### src/rtl/afifo_pkg.sv
package afifo_pkg;

    typedef enum logic [2:0] {
        ST_IDLE,
        ST_SETUP,
        ST_FLAG,
        ST_STROBE,
        ST_RECOV,
        ST_PE_LOW,
        ST_PE_HIGH,
        ST_HOLD
    } seq_state_e;

endpackage

### src/rtl/afifo_phase_timer.sv
// Down-counter timing one bus phase: loaded with (cycles - 1), reaches zero
// in the last cycle of the phase.
module afifo_phase_timer #(
    parameter int CW = 4
) (
    input  logic          clk,
    input  logic          rst_n,
    input  logic          load,
    input  logic [CW-1:0] load_val,
    output logic [CW-1:0] count
);

    logic [CW-1:0] cnt_d, cnt_q;

    always_comb begin
        cnt_d = cnt_q;
        if (load) begin
            cnt_d = load_val;
        end else if (cnt_q != '0) begin
            cnt_d = cnt_q - 1'b1;
        end
    end

    always_ff @(posedge clk or negedge rst_n) begin
        if (!rst_n) begin
            cnt_q <= '0;
        end else begin
            cnt_q <= cnt_d;
        end
    end

    assign count = cnt_q;

endmodule

### src/rtl/afifo_rd_capture.sv
// Registers the read bus on the sample cycle and flags it for one cycle.
module afifo_rd_capture #(
    parameter int DW = 8
) (
    input  logic          clk,
    input  logic          rst_n,
    input  logic          sample,
    input  logic [DW-1:0] din,
    output logic [DW-1:0] rd_data,
    output logic          rd_valid
);

    logic [DW-1:0] data_d, data_q;
    logic          vld_d, vld_q;

    always_comb begin
        data_d = data_q;
        vld_d  = sample;
        if (sample) begin
            data_d = din;
        end
    end

    always_ff @(posedge clk or negedge rst_n) begin
        if (!rst_n) begin
            data_q <= '0;
            vld_q  <= 1'b0;
        end else begin
            data_q <= data_d;
            vld_q  <= vld_d;
        end
    end

    assign rd_data  = data_q;
    assign rd_valid = vld_q;

endmodule

### src/rtl/afifo_seq_fsm.sv
// Phase sequencer: walks setup, flag check, strobe, recovery, optional
// commit pulse and hold; all bus controls are registered from the next state.
module afifo_seq_fsm
    import afifo_pkg::*;
#(
    parameter int AW        = 2,
    parameter int DW        = 8,
    parameter int LENW      = 8,
    parameter int CW        = 4,
    parameter int T_SETUP   = 2,
    parameter int T_LOW     = 3,
    parameter int T_HIGH    = 2,
    parameter int T_HOLD    = 1,
    parameter int T_PE_LOW  = 2,
    parameter int T_PE_HIGH = 2,
    parameter int T_SAMPLE  = 1
) (
    input  logic            clk,
    input  logic            rst_n,
    input  logic            req_valid,
    input  logic            req_write,
    input  logic [AW-1:0]   req_addr,
    input  logic [LENW-1:0] req_len,
    input  logic            req_commit,
    output logic            req_ready,
    input  logic [DW-1:0]   wr_byte,
    input  logic            fifo_full,
    input  logic            fifo_empty,
    input  logic [CW-1:0]   tmr_count,
    output logic            tmr_load,
    output logic [CW-1:0]   tmr_val,
    output logic            rd_sample,
    output logic            wr_next,
    output logic            done,
    output logic [AW-1:0]   bus_addr,
    output logic            bus_cs_n,
    output logic            bus_oe_n,
    output logic            bus_rd_n,
    output logic            bus_wr_n,
    output logic            bus_commit_n,
    output logic [DW-1:0]   bus_dout,
    output logic            bus_dout_en
);

    localparam logic [CW-1:0] SETUP_M1 = CW'(T_SETUP - 1);
    localparam logic [CW-1:0] LOW_M1   = CW'(T_LOW - 1);
    localparam logic [CW-1:0] HIGH_M1  = CW'(T_HIGH - 1);
    localparam logic [CW-1:0] HOLD_M1  = CW'(T_HOLD - 1);
    localparam logic [CW-1:0] PEL_M1   = CW'(T_PE_LOW - 1);
    localparam logic [CW-1:0] PEH_M1   = CW'(T_PE_HIGH - 1);
    localparam logic [CW-1:0] SMP_CNT  = CW'(T_LOW - 1 - T_SAMPLE);

    typedef struct packed {
        seq_state_e      st;
        logic            write;
        logic            commit;
        logic [AW-1:0]   addr;
        logic [LENW-1:0] rem;
        logic [DW-1:0]   dout;
        logic            drv;
        logic            cs_n;
        logic            oe_n;
        logic            rd_n;
        logic            wr_n;
        logic            pe_n;
        logic            wr_next;
        logic            done;
    } seq_t;

    localparam seq_t SEQ_RST = '{
        st: ST_IDLE, write: 1'b0, commit: 1'b0, addr: '0, rem: '0,
        dout: '0, drv: 1'b0, cs_n: 1'b1, oe_n: 1'b1, rd_n: 1'b1,
        wr_n: 1'b1, pe_n: 1'b1, wr_next: 1'b0, done: 1'b0
    };

    seq_t d, q;
    logic expired;
    logic blocked;

    always_comb begin
        d         = q;
        d.wr_next = 1'b0;
        d.done    = 1'b0;
        tmr_load  = 1'b0;
        tmr_val   = '0;
        expired   = (tmr_count == '0);
        blocked   = q.write ? fifo_full : fifo_empty;

        unique case (q.st)
            ST_IDLE: begin
                if (req_valid) begin
                    d.st     = ST_SETUP;
                    d.write  = req_write;
                    d.commit = req_commit & req_write;
                    d.addr   = req_addr;
                    d.rem    = req_len;
                    tmr_load = 1'b1;
                    tmr_val  = SETUP_M1;
                end
            end
            ST_SETUP: begin
                if (expired) d.st = ST_FLAG;
            end
            ST_FLAG: begin
                if (!blocked) begin
                    d.st     = ST_STROBE;
                    tmr_load = 1'b1;
                    tmr_val  = LOW_M1;
                    if (q.write) begin
                        d.dout    = wr_byte;
                        d.drv     = 1'b1;
                        d.wr_next = 1'b1;
                    end
                end
            end
            ST_STROBE: begin
                if (expired) begin
                    d.st     = ST_RECOV;
                    tmr_load = 1'b1;
                    tmr_val  = HIGH_M1;
                end
            end
            ST_RECOV: begin
                if (expired) begin
                    tmr_load = 1'b1;
                    if (q.rem != '0) begin
                        d.rem = q.rem - 1'b1;
                        d.st  = ST_FLAG;
                    end else if (q.commit) begin
                        d.st    = ST_PE_LOW;
                        tmr_val = PEL_M1;
                    end else begin
                        d.st    = ST_HOLD;
                        tmr_val = HOLD_M1;
                    end
                end
            end
            ST_PE_LOW: begin
                if (expired) begin
                    d.st     = ST_PE_HIGH;
                    tmr_load = 1'b1;
                    tmr_val  = PEH_M1;
                end
            end
            ST_PE_HIGH: begin
                if (expired) begin
                    d.st     = ST_HOLD;
                    tmr_load = 1'b1;
                    tmr_val  = HOLD_M1;
                end
            end
            ST_HOLD: begin
                if (expired) begin
                    d.st   = ST_IDLE;
                    d.drv  = 1'b0;
                    d.done = 1'b1;
                end
            end
            default: d = SEQ_RST;
        endcase

        // Bus controls follow the next state so they leave a flop directly.
        d.cs_n = (d.st == ST_IDLE);
        d.oe_n = (d.st == ST_IDLE) || d.write;
        d.rd_n = !((d.st == ST_STROBE) && !d.write);
        d.wr_n = !((d.st == ST_STROBE) && d.write);
        d.pe_n = (d.st != ST_PE_LOW);
    end

    always_ff @(posedge clk or negedge rst_n) begin
        if (!rst_n) begin
            q <= SEQ_RST;
        end else begin
            q <= d;
        end
    end

    assign req_ready    = (q.st == ST_IDLE);
    assign rd_sample    = (q.st == ST_STROBE) && !q.write && (tmr_count == SMP_CNT);
    assign wr_next      = q.wr_next;
    assign done         = q.done;
    assign bus_addr     = q.addr;
    assign bus_cs_n     = q.cs_n;
    assign bus_oe_n     = q.oe_n;
    assign bus_rd_n     = q.rd_n;
    assign bus_wr_n     = q.wr_n;
    assign bus_commit_n = q.pe_n;
    assign bus_dout     = q.dout;
    assign bus_dout_en  = q.drv;

endmodule

### src/rtl/afifo_bus_master.sv
module afifo_bus_master #(
    parameter int AW        = 2,
    parameter int DW        = 8,
    parameter int LENW      = 8,
    parameter int CW        = 4,
    parameter int T_SETUP   = 2,
    parameter int T_LOW     = 3,
    parameter int T_HIGH    = 2,
    parameter int T_HOLD    = 1,
    parameter int T_PE_LOW  = 2,
    parameter int T_PE_HIGH = 2,
    parameter int T_SAMPLE  = 1
) (
    input  logic            clk,
    input  logic            rst_n,
    input  logic            req_valid,
    output logic            req_ready,
    input  logic            req_write,
    input  logic [AW-1:0]   req_addr,
    input  logic [LENW-1:0] req_len,
    input  logic            req_commit,
    input  logic [DW-1:0]   wr_byte,
    output logic            wr_next,
    output logic [DW-1:0]   rd_data,
    output logic            rd_valid,
    output logic            done,
    input  logic            fifo_full,
    input  logic            fifo_empty,
    output logic [AW-1:0]   bus_addr,
    output logic            bus_cs_n,
    output logic            bus_oe_n,
    output logic            bus_rd_n,
    output logic            bus_wr_n,
    output logic            bus_commit_n,
    output logic [DW-1:0]   bus_dout,
    output logic            bus_dout_en,
    input  logic [DW-1:0]   bus_din
);

    if (T_SAMPLE >= T_LOW || T_SETUP < 1 || T_LOW < 1 || T_HIGH < 1 ||
        T_HOLD < 1 || T_PE_LOW < 1 || T_PE_HIGH < 1) begin : g_bad_timing
        $error("afifo_bus_master: phase widths must be >= 1 and T_SAMPLE < T_LOW");
    end

    logic          tmr_load;
    logic [CW-1:0] tmr_val;
    logic [CW-1:0] tmr_count;
    logic          rd_sample;

    afifo_phase_timer #(.CW(CW)) u_timer (
        .clk      (clk),
        .rst_n    (rst_n),
        .load     (tmr_load),
        .load_val (tmr_val),
        .count    (tmr_count)
    );

    afifo_seq_fsm #(
        .AW(AW), .DW(DW), .LENW(LENW), .CW(CW),
        .T_SETUP(T_SETUP), .T_LOW(T_LOW), .T_HIGH(T_HIGH), .T_HOLD(T_HOLD),
        .T_PE_LOW(T_PE_LOW), .T_PE_HIGH(T_PE_HIGH), .T_SAMPLE(T_SAMPLE)
    ) u_fsm (
        .clk          (clk),
        .rst_n        (rst_n),
        .req_valid    (req_valid),
        .req_write    (req_write),
        .req_addr     (req_addr),
        .req_len      (req_len),
        .req_commit   (req_commit),
        .req_ready    (req_ready),
        .wr_byte      (wr_byte),
        .fifo_full    (fifo_full),
        .fifo_empty   (fifo_empty),
        .tmr_count    (tmr_count),
        .tmr_load     (tmr_load),
        .tmr_val      (tmr_val),
        .rd_sample    (rd_sample),
        .wr_next      (wr_next),
        .done         (done),
        .bus_addr     (bus_addr),
        .bus_cs_n     (bus_cs_n),
        .bus_oe_n     (bus_oe_n),
        .bus_rd_n     (bus_rd_n),
        .bus_wr_n     (bus_wr_n),
        .bus_commit_n (bus_commit_n),
        .bus_dout     (bus_dout),
        .bus_dout_en  (bus_dout_en)
    );

    afifo_rd_capture #(.DW(DW)) u_capture (
        .clk      (clk),
        .rst_n    (rst_n),
        .sample   (rd_sample),
        .din      (bus_din),
        .rd_data  (rd_data),
        .rd_valid (rd_valid)
    );

endmodule

### config.mk
export PLATFORM = sky130hd
export DESIGN_NAME = afifo_bus_master
export DESIGN_NICKNAME = d
export VERILOG_FILES = /design/src/rtl/afifo_pkg.sv /design/src/rtl/afifo_phase_timer.sv /design/src/rtl/afifo_rd_capture.sv /design/src/rtl/afifo_seq_fsm.sv /design/src/rtl/afifo_bus_master.sv
export SDC_FILE = /design/constraint.sdc
export NUM_CORES = 1
export LEC_CHECK = 0
export BUFFER_PORTS_ARGS = -buffer_cell sky130_fd_sc_hd__buf_2
export CAP_MARGIN = 20
export CORE_ASPECT_RATIO = 1.25
export CORE_MARGIN = 3
export CORE_UTILIZATION = 40
export DETAILED_ROUTE_END_ITERATION = 12
export PLACE_DENSITY_LB_ADDON = 0.25
export SLEW_MARGIN = 20
export SYNTH_ARGS = -nofsm -noshare
export SYNTH_HDL_FRONTEND = slang
export SYNTH_HIERARCHICAL = 1
export SYNTH_SLANG_ARGS = --single-unit
### constraint.sdc
create_clock -name clk -period 2.04 [get_ports clk]
set_input_delay 0.306 -clock clk [delete_from_list [all_inputs] [get_ports clk]]
set_output_delay 0.306 -clock clk [all_outputs]
set_load 0.1 [all_outputs]
==> results.py <==
metrics = {
    "timing": {
        "fin_skew_ps": 4.63,
        "fmax_ghz": 0.510,
        "setup_violations": 0,
        "hold_viol": 0,
        "tightest_slew_ps": 551,
        "setup_tns_ps": 0,
        "min_period_over_period": 0.961,
        "rsz0062_at_grt": "yes",
        "relSlewSlack": 0.633,
        "drv_slew": 0,
        "fin_crit_ps": 1960,
    },
    "placement": {
        "numPortBuffers": 60,
        "gp_congestion": 0.783,
        "placed_cells": 324,
        "place_hpwl_um": 3420,
    },
    "logic_synthesis": {
        "yosys_warnings": 6,
        "synth_top_area_frac": 0.430,
        "syn_area_um2": 2270,
        "synthArstFlopShare": 1.00,
        "synth_top_area_cell": "dfrtp_1",
        "synthCells": 205,
        "synth_area_leaders": "dfrtp_1 (43%), mux2_4 (6.0%), dfstp_2 (5.8%), mux2_2 (4.5%), buf_4 (4.0%)",
        "ys_ff_latch": 44,
        "yosysSeqAreaShare": 0.488,
        "syn_area_per_cell_um2": 11.1,
        "synth.distinct_cells": 50,
        "synth-edff-count": 0,
        "ys.flop_type": "dfrtp_1",
    },
    "critical_path": {
        "critPathBufInv": 1,
        "critPathSlowestCell": "or4b_2",
        "worstSetupPathType": "reg2reg",
        "worstPathRequired_ps": 2210,
        "worstPathCellList": "inv_1 -> ha_2 -> or4b_2 -> nor2_1 -> a2bb2oi_1 -> o22ai_1",
        "start_kind": "register",
        "crit_fanout": 5,
        "cp-end-kind": "register",
        "max_stage_delay_ps": 640,
        "worstPathArrival_ps": 2130,
        "r2r-start": "u_fsm/q[17]",
        "reg2reg_depth": 6,
        "critical_path.top_delay_family": "simple AND/OR/NAND/NOR gates",
        "critPathLaunch": "u_fsm/q[17]",
        "r2r_end": "u_fsm/q[22]",
        "reg2reg_slack_ps": 80,
    },
    "grt": {
        "grt_use_met2": 0.239,
        "grt_usage": 0.146,
        "grt_max_degree": 45,
        "grt_pass1_vias": 1657,
        "use_met3": 0.0347,
        "grt_pass1_wl_um": 7730,
        "grt-ovfl-total": 0,
        "antenna_found_initial": 0,
        "busiest_layer": "met2",
        "met1_usage": 0.186,
    },
    "floorplanning": {
        "top_level_ports": 61,
        "die_height_um": 90.2,
        "start_util": 0.414,
        "dieArea_um2": 6620,
        "coreArea_um2": 5480,
        "rows": 30,
        "fp.dieW_um": 73.4,
    },
    "run_status": {
        "status": "complete, no violations",
    },
    "detailed_routing": {
        "drt-initial-drc-count": 43,
        "drc": 0,
        "via_per_inst": 5.29,
        "drt-total-wl_um": 4660,
        "dr.pass1.iters": 4,
        "detail-route-antenna-nets": 0,
        "wire_per_inst_um": 14.0,
        "vias": 1763,
    },
    "clocking": {
        "clock_path_buffers": 2,
        "htreeDepth": 2,
        "cts-root-buf": "clkbuf_8",
        "cts_tree": "done",
        "clk_pin_slew_ps": 80,
        "worstSkewPairLatency_ps": 290,
        "cts_buffers": 5,
        "clock_sinks": 44,
    },
    "cells_and_area": {
        "nets": 305,
        "drive_above_1_share": 0.454,
        "area_growth_pct": 21.8,
        "stdcell_count": 333,
        "diodes": 0,
    },
    "run": {
        "max_cap_viol_count": 0,
    },
    "hold_path": {
        "holdCritPathClass": "in2async",
    },
}
==> per-stage QoR <==
stage / area, um^2 / hold slack [ps] / utilization / setup slack [ps]
2_1_floorplan: 2310 / 10.4 / - / -224
3_3_place_gp: 2650 / 414 / 0.483 / 112
3_5_place_dp: 2650 / 421 / 0.483 / 77.5
4_1_cts: 2760 / 102 / 0.503 / 60.8
5_1_grt: 2770 / 129 / 0.505 / -14.1
6_report: 2770 / 82.1 / 0.505 / 79.6
==> worst max path at each step <==
| stage | to | slack [ps] | cells after the start |
|---|---|---|---|
| global placement | u_fsm/q[19] | 110 | 4 |
| floorplan | u_fsm/q[18] | -220 | 6 |
| global route | u_fsm/q[22] | -10 | 6 |
| CTS | u_fsm/q[22] | 60 | 6 |
| finish | u_fsm/q[22] | 80 | 6 |
| detailed placement | u_fsm/q[22] | 80 | 6 |
==> layer usage <==
metal / vias up / share of wire
li1: 861 / -
met1: 832 / 0.43
met2: 64 / 0.48
met3: 6 / 0.075
met4: 0 / 0.015
met5: - / 0
==> logic make-up (layout without fill, tap and decap cells) <==
family                   count (synthesis)  count (layout)  synth area share
XOR/XNOR                                 3               3            0.0116
multiplexers                            20              20             0.113
AO/OA/AOI/OAI                           42              42             0.133
adder cells (fa/ha/maj)                  4               4            0.0220
buffers and inverters                   31              94            0.0788
AND/OR/NAND/NOR                         60              60             0.152
other                                    1               2           0.00165
flip-flops                              44              44             0.488
==> layout by cell type (no fill, tap or decap), drive strengths merged, types with 2 or more instances in the layout <==
cell	synthesis	layout
buf	15	77
dfrtp	39	39
mux2	18	18
nand2	17	17
a21oi	10	10
inv	9	9
nor3	8	8
nor2	8	8
o21ai	8	8
a31oi	6	6
o32a	6	6
and3	6	6
clkbuf	7	6
dfstp	5	5
nand3	4	4
ha	4	4
nor4	3	3
xnor2	3	3
a2bb2oi	3	3
mux2i	2	2
o31ai	2	2
conb	1	2
or3b	2	2
or4	2	2
nor3b	2	2
==> registers in the layout (all words and copies together), names as in the netlist <==
| register | cells |
|---|---|
| u_fsm/q | 13 |
| u_capture/rd_data | 8 |
| u_fsm/bus_dout | 8 |
| u_timer/count | 4 |
| u_fsm/bus_addr | 2 |
| u_capture/rd_valid | 1 |
| u_fsm/bus_commit_n | 1 |
| u_fsm/bus_cs_n | 1 |
| u_fsm/bus_dout_en | 1 |
| u_fsm/bus_oe_n | 1 |
| u_fsm/bus_rd_n | 1 |
| u_fsm/bus_wr_n | 1 |
| u_fsm/done | 1 |
| u_fsm/wr_next | 1 |
==> worst register-to-register path: cells and delay by family (launching register included) <==
family          cells  cell delay (ps)
fa+ha+maj           1              240
simple gates        2              770
flops               1              380
buf+inv             1              130
compound gates      2              320
==> synth_stat cells (2+ instances only) <==
| master | instances |
|---|---|
| nand3_1 | 4 |
| a2bb2oi_1 | 3 |
| a21oi_1 | 10 |
| mux2_4 | 9 |
| nand2_1 | 17 |
| o21ai_0 | 6 |
| dfrtp_1 | 39 |
| and3_1 | 6 |
| buf_6 | 2 |
| nor2_1 | 7 |
| dfstp_2 | 5 |
| mux2_2 | 9 |
| nor3_1 | 8 |
| xnor2_1 | 3 |
| a31oi_1 | 6 |
| nor4_1 | 3 |
| inv_1 | 9 |
| o32a_1 | 6 |
| buf_4 | 12 |
| o31ai_1 | 2 |
| ha_1 | 4 |
| clkbuf_1 | 6 |
| mux2i_1 | 2 |
==> layout make-up <==
class                   count  area, um^2
flip-flops and latches     44        1110
well taps                  64        80.1
fillers                   521        2720
inverters                   9        33.8
clock inverters             2        35.0
repair buffers             77         428
multi-input cells         131        1010
clock buffers               6        72.6
==> timing repair <==
item                                    4_1_cts  5_1_grt
buffers inserted                              0        1
gates resized for setup                       0        2
hold buffers                                  0        0
endpoints found under the setup margin        0        3
Power is not shown: default switching activity piles up to over one toggle a cycle in this logic, so the estimate is an artifact.
